## src/rtl/twsi_scl_divider.sv

```systemverilog
module twsi_scl_divider #(
  parameter int THP_W           = 8,
  parameter int M_W             = 4,
  parameter int N_W             = 3,
  parameter int TICKS_PER_PHASE = 10,
  parameter int THP_RST         = 24,
  parameter int M_RST           = 2,
  parameter int N_RST           = 0,
  parameter int THP_MIN         = 5,
  parameter int M_MIN           = 2
) (
  input  logic               clk,
  input  logic               rst_n,
  input  logic               thp_we,
  input  logic [THP_W-1:0]   thp_wdata,
  input  logic               clkctl_we,
  input  logic [M_W+N_W-1:0] clkctl_wdata,
  input  logic               scl_in,
  output logic               scl_out,
  output logic               scl_tick
);
  localparam int P2_W = (1 << N_W) - 1;
  localparam int PH_W = $clog2(TICKS_PER_PHASE);

  logic [THP_W-1:0] thp_stg, thp_act;
  logic [M_W-1:0]   m_stg, m_act;
  logic [N_W-1:0]   n_stg, n_act;

  logic [THP_W-1:0] c_hp;
  logic [P2_W-1:0]  c_p2;
  logic [M_W-1:0]   c_m;
  logic [PH_W-1:0]  c_ph;

  logic [P2_W-1:0] p2_lim;
  logic adv, w_hp, w_p2, w_m, w_ph, boundary;
  logic [M_W-1:0] wr_m;

  assign wr_m     = clkctl_wdata[M_W+N_W-1:N_W];
  assign p2_lim   = P2_W'((1 << n_act) - 1);
  assign adv      = !(scl_out && !scl_in);
  assign w_hp     = adv && (c_hp == thp_act);
  assign w_p2     = w_hp && (c_p2 == p2_lim);
  assign w_m      = w_p2 && (c_m == m_act);
  assign w_ph     = w_m && (c_ph == PH_W'(TICKS_PER_PHASE - 1));
  assign boundary = w_ph && !scl_out;

  always_ff @(posedge clk or negedge rst_n) begin
    if (!rst_n) begin
      thp_stg <= THP_W'(THP_RST);
      m_stg   <= M_W'(M_RST);
      n_stg   <= N_W'(N_RST);
    end else begin
      if (thp_we && thp_wdata >= THP_W'(THP_MIN)) thp_stg <= thp_wdata;
      if (clkctl_we && wr_m >= M_W'(M_MIN)) begin
        m_stg <= wr_m;
        n_stg <= clkctl_wdata[N_W-1:0];
      end
    end
  end

  always_ff @(posedge clk or negedge rst_n) begin
    if (!rst_n) begin
      thp_act <= THP_W'(THP_RST);
      m_act   <= M_W'(M_RST);
      n_act   <= N_W'(N_RST);
    end else if (boundary) begin
      thp_act <= thp_stg;
      m_act   <= m_stg;
      n_act   <= n_stg;
    end
  end

  always_ff @(posedge clk or negedge rst_n) begin
    if (!rst_n) begin
      c_hp     <= '0;
      c_p2     <= '0;
      c_m      <= '0;
      c_ph     <= '0;
      scl_out  <= 1'b1;
      scl_tick <= 1'b0;
    end else begin
      scl_tick <= w_m;
      if (adv)  c_hp <= w_hp ? '0 : c_hp + 1'b1;
      if (w_hp) c_p2 <= w_p2 ? '0 : c_p2 + 1'b1;
      if (w_p2) c_m  <= w_m  ? '0 : c_m  + 1'b1;
      if (w_m)  c_ph <= w_ph ? '0 : c_ph + 1'b1;
      if (w_ph) scl_out <= !scl_out;
    end
  end

  assert_thp_floor_R4: assert property (@(posedge clk) disable iff (!rst_n)
    thp_stg >= THP_W'(THP_MIN));

  assert_m_floor_R5: assert property (@(posedge clk) disable iff (!rst_n)
    m_stg >= M_W'(M_MIN));

  assert_load_at_rise_R6: assert property (@(posedge clk) disable iff (!rst_n)
    !$stable(thp_act) |-> $rose(scl_out));

  assert_edge_has_tick_R7: assert property (@(posedge clk) disable iff (!rst_n)
    (scl_out != $past(scl_out)) |-> scl_tick);

  assert_tick_single_R7: assert property (@(posedge clk) disable iff (!rst_n)
    scl_tick |=> !scl_tick);

  assert_stretch_freeze_R8: assert property (@(posedge clk) disable iff (!rst_n)
    (scl_out && !scl_in) |=> ($stable(c_hp) && $stable(scl_out) && !scl_tick));
endmodule

```

## config.mk

```make
export PLATFORM = sky130hd
export DESIGN_NAME = twsi_scl_divider
export DESIGN_NICKNAME = d
export VERILOG_FILES = /design/src/rtl/twsi_scl_divider.sv
export SDC_FILE = /design/constraint.sdc
export NUM_CORES = 1
export LEC_CHECK = 0
export CAP_MARGIN = 20
export CORE_MARGIN = 3
export CORE_UTILIZATION = 28
export CTS_CLUSTER_SIZE = 8
export DETAILED_ROUTE_END_ITERATION = 8
export HOLD_SLACK_MARGIN = 0.15
export MAX_ROUTING_LAYER = met4
export PLACE_DENSITY = 0.43
export SYNTH_ARGS = -nofsm -noshare
export SYNTH_HDL_FRONTEND = slang
export SYNTH_SLANG_ARGS = --single-unit
```

## constraint.sdc

```tcl
create_clock -name clk -period 2.4 [get_ports clk]
set_clock_uncertainty 0.05 [all_clocks]
set_input_delay 0.36 -clock clk [delete_from_list [all_inputs] [get_ports clk]]
set_output_delay 0.36 -clock clk [all_outputs]
set_load 0.03 [all_outputs]
```

# == After elaboration in Yosys (flattened, before gate mapping) ==
# Index checks and enable logic that the tools add are counted.
# W data, S select, Z words.
# classes
div_mod_pow,0
add_sub_neg,5
reduce_logical,11
eq_ne,4
bitwise,0
mux,4
order_cmp,2
n_mul,0
n_shift,1
# ops
cell,count
$add A4 B1 Y4 const B,2
$add A8 B1 Y8 const B,1
$eq A8 B8 Y1,1
$ge A8 B3 Y1 const B,1
$logic_and A1 B1 Y1,8
$mux W4,2
$mux W8,1
$add A7 B1 Y7 const B,1
$eq A7 B7 Y1,1
$mux W7,1
$shl A1 B3 Y7 const A,1
$sub A7 B2 Y7 const B,1
$eq A4 B4 Y1,1
$eq A4 B4 Y1 const B,1
$ge A4 B2 Y1 const B,1
$logic_not A1 Y1,3
# totals
mem_bits_ro,0
output_inout_bits,2
reg_bits,55
inputBits,20
mem_bits_rw,0
memories,0
latch_bits,0
word_cells,39

# == Longest topological paths before layout ==
# depth
word_depth,8
mapped_depth,8
mapped_depth_nobuf,6

# == Worst setup path before layout ==
# Ideal clock, no wire load.
# synth_path
kind,flip-flop to flip-flop
start,reg n_act[1]
end,reg m_act[0]
period_less_slack_ns,2.411
arrival_time_ns,2.236
t_required_ns,2.225
setup_time_ns,0.125
path_buffers,2
path_stages_with_launch,9
slack_ns,-0.011
path_cell_list,dfrtp_1 > buf_6 > or3b_1 > a211oi_2 > a211o_2 > nand4b_4 > nor4_4 > buf_6 > mux2_4
# synth_between
elab_chain_cells,7
# synth_rtl
item,line_no,source
start: declaration,27,"logic [N_W-1:0] n_stg, n_act;"
start signal: assignment,65,n_act <= N_W'(N_RST);
start signal: assignment,69,n_act <= n_stg;
$shl A1 B3 Y7,39,assign p2_lim = P2_W'((1 << n_act) - 1);
$sub A7 B2 Y7,39,
$eq A7 B7 Y1,42,assign w_p2 = w_hp && (c_p2 == p2_lim);
$logic_and A1 B1 Y1,42,
$logic_and A1 B1 Y1,43,assign w_m = w_p2 && (c_m == m_act);
$logic_and A1 B1 Y1,44,assign w_ph = w_m && (c_ph == PH_W'(TICKS_PER_PHASE - 1));
$logic_and A1 B1 Y1,45,assign boundary = w_ph && !scl_out;
end signal: assignment,64,m_act <= M_W'(M_RST);
end signal: assignment,68,m_act <= m_stg;
end: declaration,26,"logic [M_W-1:0] m_stg, m_act;"
# No other way between the ends.
# A chain may end at the register's enable or synchronous reset.

# == Worst setup path in the final report ==
# layout_path
start,reg n_act[1]
end,reg c_m[3]
# layout_between
elab_chain_cells,6
# layout_rtl
item,line_no,source
$shl A1 B3 Y7 (*),39,
$sub A7 B2 Y7 (*),39,
$eq A7 B7 Y1 (*),42,
$logic_and A1 B1 Y1 (*),42,
$logic_and A1 B1 Y1,43,
$mux W4,85,if (w_p2) c_m <= w_m ? '0 : c_m + 1'b1;
end signal: assignment,85,
end: declaration,31,logic [M_W-1:0] c_m;
# Every way passes the cells marked *; elsewhere a longest branch is shown, timed or not.

==> flow_summary.ini <==
[run_status]
status = complete, no violations

[clock_tree]
cts_max_level = 2
root_buffer = clkbuf_8
clk_pin_slew_ns = 0.09
numCtsBuffers = 5
clockBufferDepth = 2
cts_tree = built
cts.sinks = 55
clk_latency_ns = 0.31

[power]
power_frac_clock = 0.333
internal-power_mw = 1.24
p_comb_frac = 0.059
pwr-share-seq = 0.608
powerDensity_nw_per_um2 = 483
switching_share = 0.220
p_leak_nw = 1.46
peakVddDrop_mv = 0.205
power.total_mw = 1.59
p_switching_mw = 0.351

[layout]
area_growth_syn_to_layout_pct = 20.4
antenna_cells = 0
fin_nets = 306
stdcell_area_um2 = 3300
fillers = 986
layout-drive-gt1-share = 0.230
fin_cells = 411
fin_util = 0.352

[synth]
syn_area_per_cell_um2 = 11.2
yosysWarnings = 0
yosysTopAreaCell = dfrtp_1
synth_edf_count = 0
yosysUniqueCellTypes = 45
ys_ff_latch = 55
syn_inst = 244
synthTopCellsByCount = dfrtp_1, nand2_1, mux2_2
ys_top_cells_by_area = dfrtp_1, dfstp_2, mux2_2, mux2_4, nand2_1
synth_top_area_share = 0.438
netlist_area_um2 = 2740
synth_seq_area_share = 0.505
synthesis.nets = 269
postSynth.asyncResetShare = 1.00
yosysMostFrequentCell = dfrtp_1
synthFlopType = dfrtp_1

[critical_path]
cp-end-kind = flop
cp_max_fo = 12
r2r_cells = 7
arrival_ns = 2.43
slowest_stage = dfrtp_1
worstPathRequired_ns = 2.57
crit_chain = or3b_1, a211oi_2, a211o_2, nand4b_4, buf_4, or3_1, o31ai_1
slowest_delay_ns = 0.41
worst_setup_path_start_kind = flop
critical_path_class = reg -> reg

[placed_design]
placed_area_um2 = 3190
place_inst = 402
place_congestion = 0.720
dp_worst_setup_slack_ns = 0.0243
hpwl_um = 3910
port_buffers = 21

[job]
drv_cap = 0

[timing]
drv_slew = 0
finalSetupViolCount = 0
report.final.hold_viol_count = 0
whs_ns = 0.413
setup_ws_ns = 0.139
max_freq_mhz = 442
tns_ns = 0
timing.slew.headroom = 0.576
rsz0062_at_grt = false
min_period_over_period = 0.942
fin_crit_ns = 2.26
tightest_slew_ns = 0.636

[worst_hold_path]
hold_depth = 2
min_path_type = reg -> reg

[grt]
track_usage = 0.102
grt_max_degree = 28
antenna_found_initial = 0
grt_pass1_vias = 1893
overflow = 0
grt_pass1_wl_um = 8930

[floorplanning]
start_util = 0.293
die-area_um2 = 11000
core-area_um2 = 9370
num_rows = 35
dieHeight_um = 105
die_x_um = 105
io_pins = 22

[route]
vias = 1861
ant_nets = 0
drtPass1Iterations = 4
drtIter0Drc = 87
routed_wl_um = 5210
wl_per_cell_um = 12.7
drc = 0
vias_per_cell = 4.53
## metal layers
layer	share of wire	track usage	wire length, um
met2	0.47	0.164	2460
met4	0.0098	0.0347	51
met5	0	-	0
met1	0.48	0.128	2500
met3	0.038	0.0204	196
## final timing paths
kind                       startpoint    endpoint  slack (ns)
min reg2reg                thp_stg[3]  thp_stg[3]        0.41
min                        thp_stg[3]  thp_stg[3]        0.41
max in group asynchronous       rst_n  thp_act[4]        1.02
min in group asynchronous       rst_n     c_p2[6]        0.56
max                          n_act[1]      c_m[3]        0.14
max reg2reg                  n_act[1]      c_m[3]        0.14
## critical path: cells and delay by family, from the launching register on
kind | cells | cell delay, ns
and+or+nand+nor | 3 | 0.91
AOI/OAI and AO/OA | 3 | 0.55
DFF | 1 | 0.41
buffers and inverters | 1 | 0.24
## area by class of cell
class | instances | area [um2] | area share
Sequential cell | 55 | 1390 | 0.419
Multi-Input combinational cell | 170 | 1270 | 0.386
Timing Repair Buffer | 38 | 348 | 0.105
Tap cell | 129 | 161 | 0.0489
Clock buffer | 7 | 86.3 | 0.0261
Inverter | 11 | 41.3 | 0.0125
Clock inverter | 1 | 5.00 | 0.00152
## sequential cells by signal, indices dropped and copies added, names as in the netlist, 4 cells and up
name and flops:
c_m 4, m_act 4, thp_act 8, c_ph 4, m_stg 4, c_hp 8
thp_stg 8, c_p2 7
## cells by family (layout without fill, tap and decap cells)
family	Yosys count	after routing	share of synthesized area
AO/OA/AOI/OAI	36	36	0.0871
XOR/XNOR	19	19	0.0607
adder cells (fa/ha/maj)	6	6	0.0265
buffers and inverters	19	57	0.0324
flip-flops	55	55	0.505
multiplexers	27	27	0.124
AND/OR/NAND/NOR	82	82	0.164
## cells in the final DEF, fill, tap and decap left out, drive strengths merged, types with 9 or more instances in the layout
master / instances
nor2: 11
nand2: 29
buf: 17
nand3: 13
clkdlybuf4s50: 20
xor2: 10
xnor2: 9
inv: 11
mux2: 26
dfrtp: 48
o31ai: 9
o21ai: 11
## what timing repair did
item / CTS / global route
buffers inserted: 0 / 0
endpoints found under the setup margin: 0 / 6
hold endpoints to repair: 23 / 0
resized for setup: 0 / 1
hold buffers: 1 / 0
## power by group through the flow
stage | Combinational (mW) | Clock (mW) | Sequential, mW
2_1_floorplan | 0.0320 | 0 | 0.983
3_5_place_dp | 0.0955 | 0 | 0.989
6_report | 0.0933 | 0.531 | 0.970
3_3_place_gp | 0.0946 | 0 | 0.988
5_1_grt | 0.105 | 0.594 | 0.974
4_1_cts | 0.0970 | 0.563 | 0.971
(Power assumes the default switching activity.)
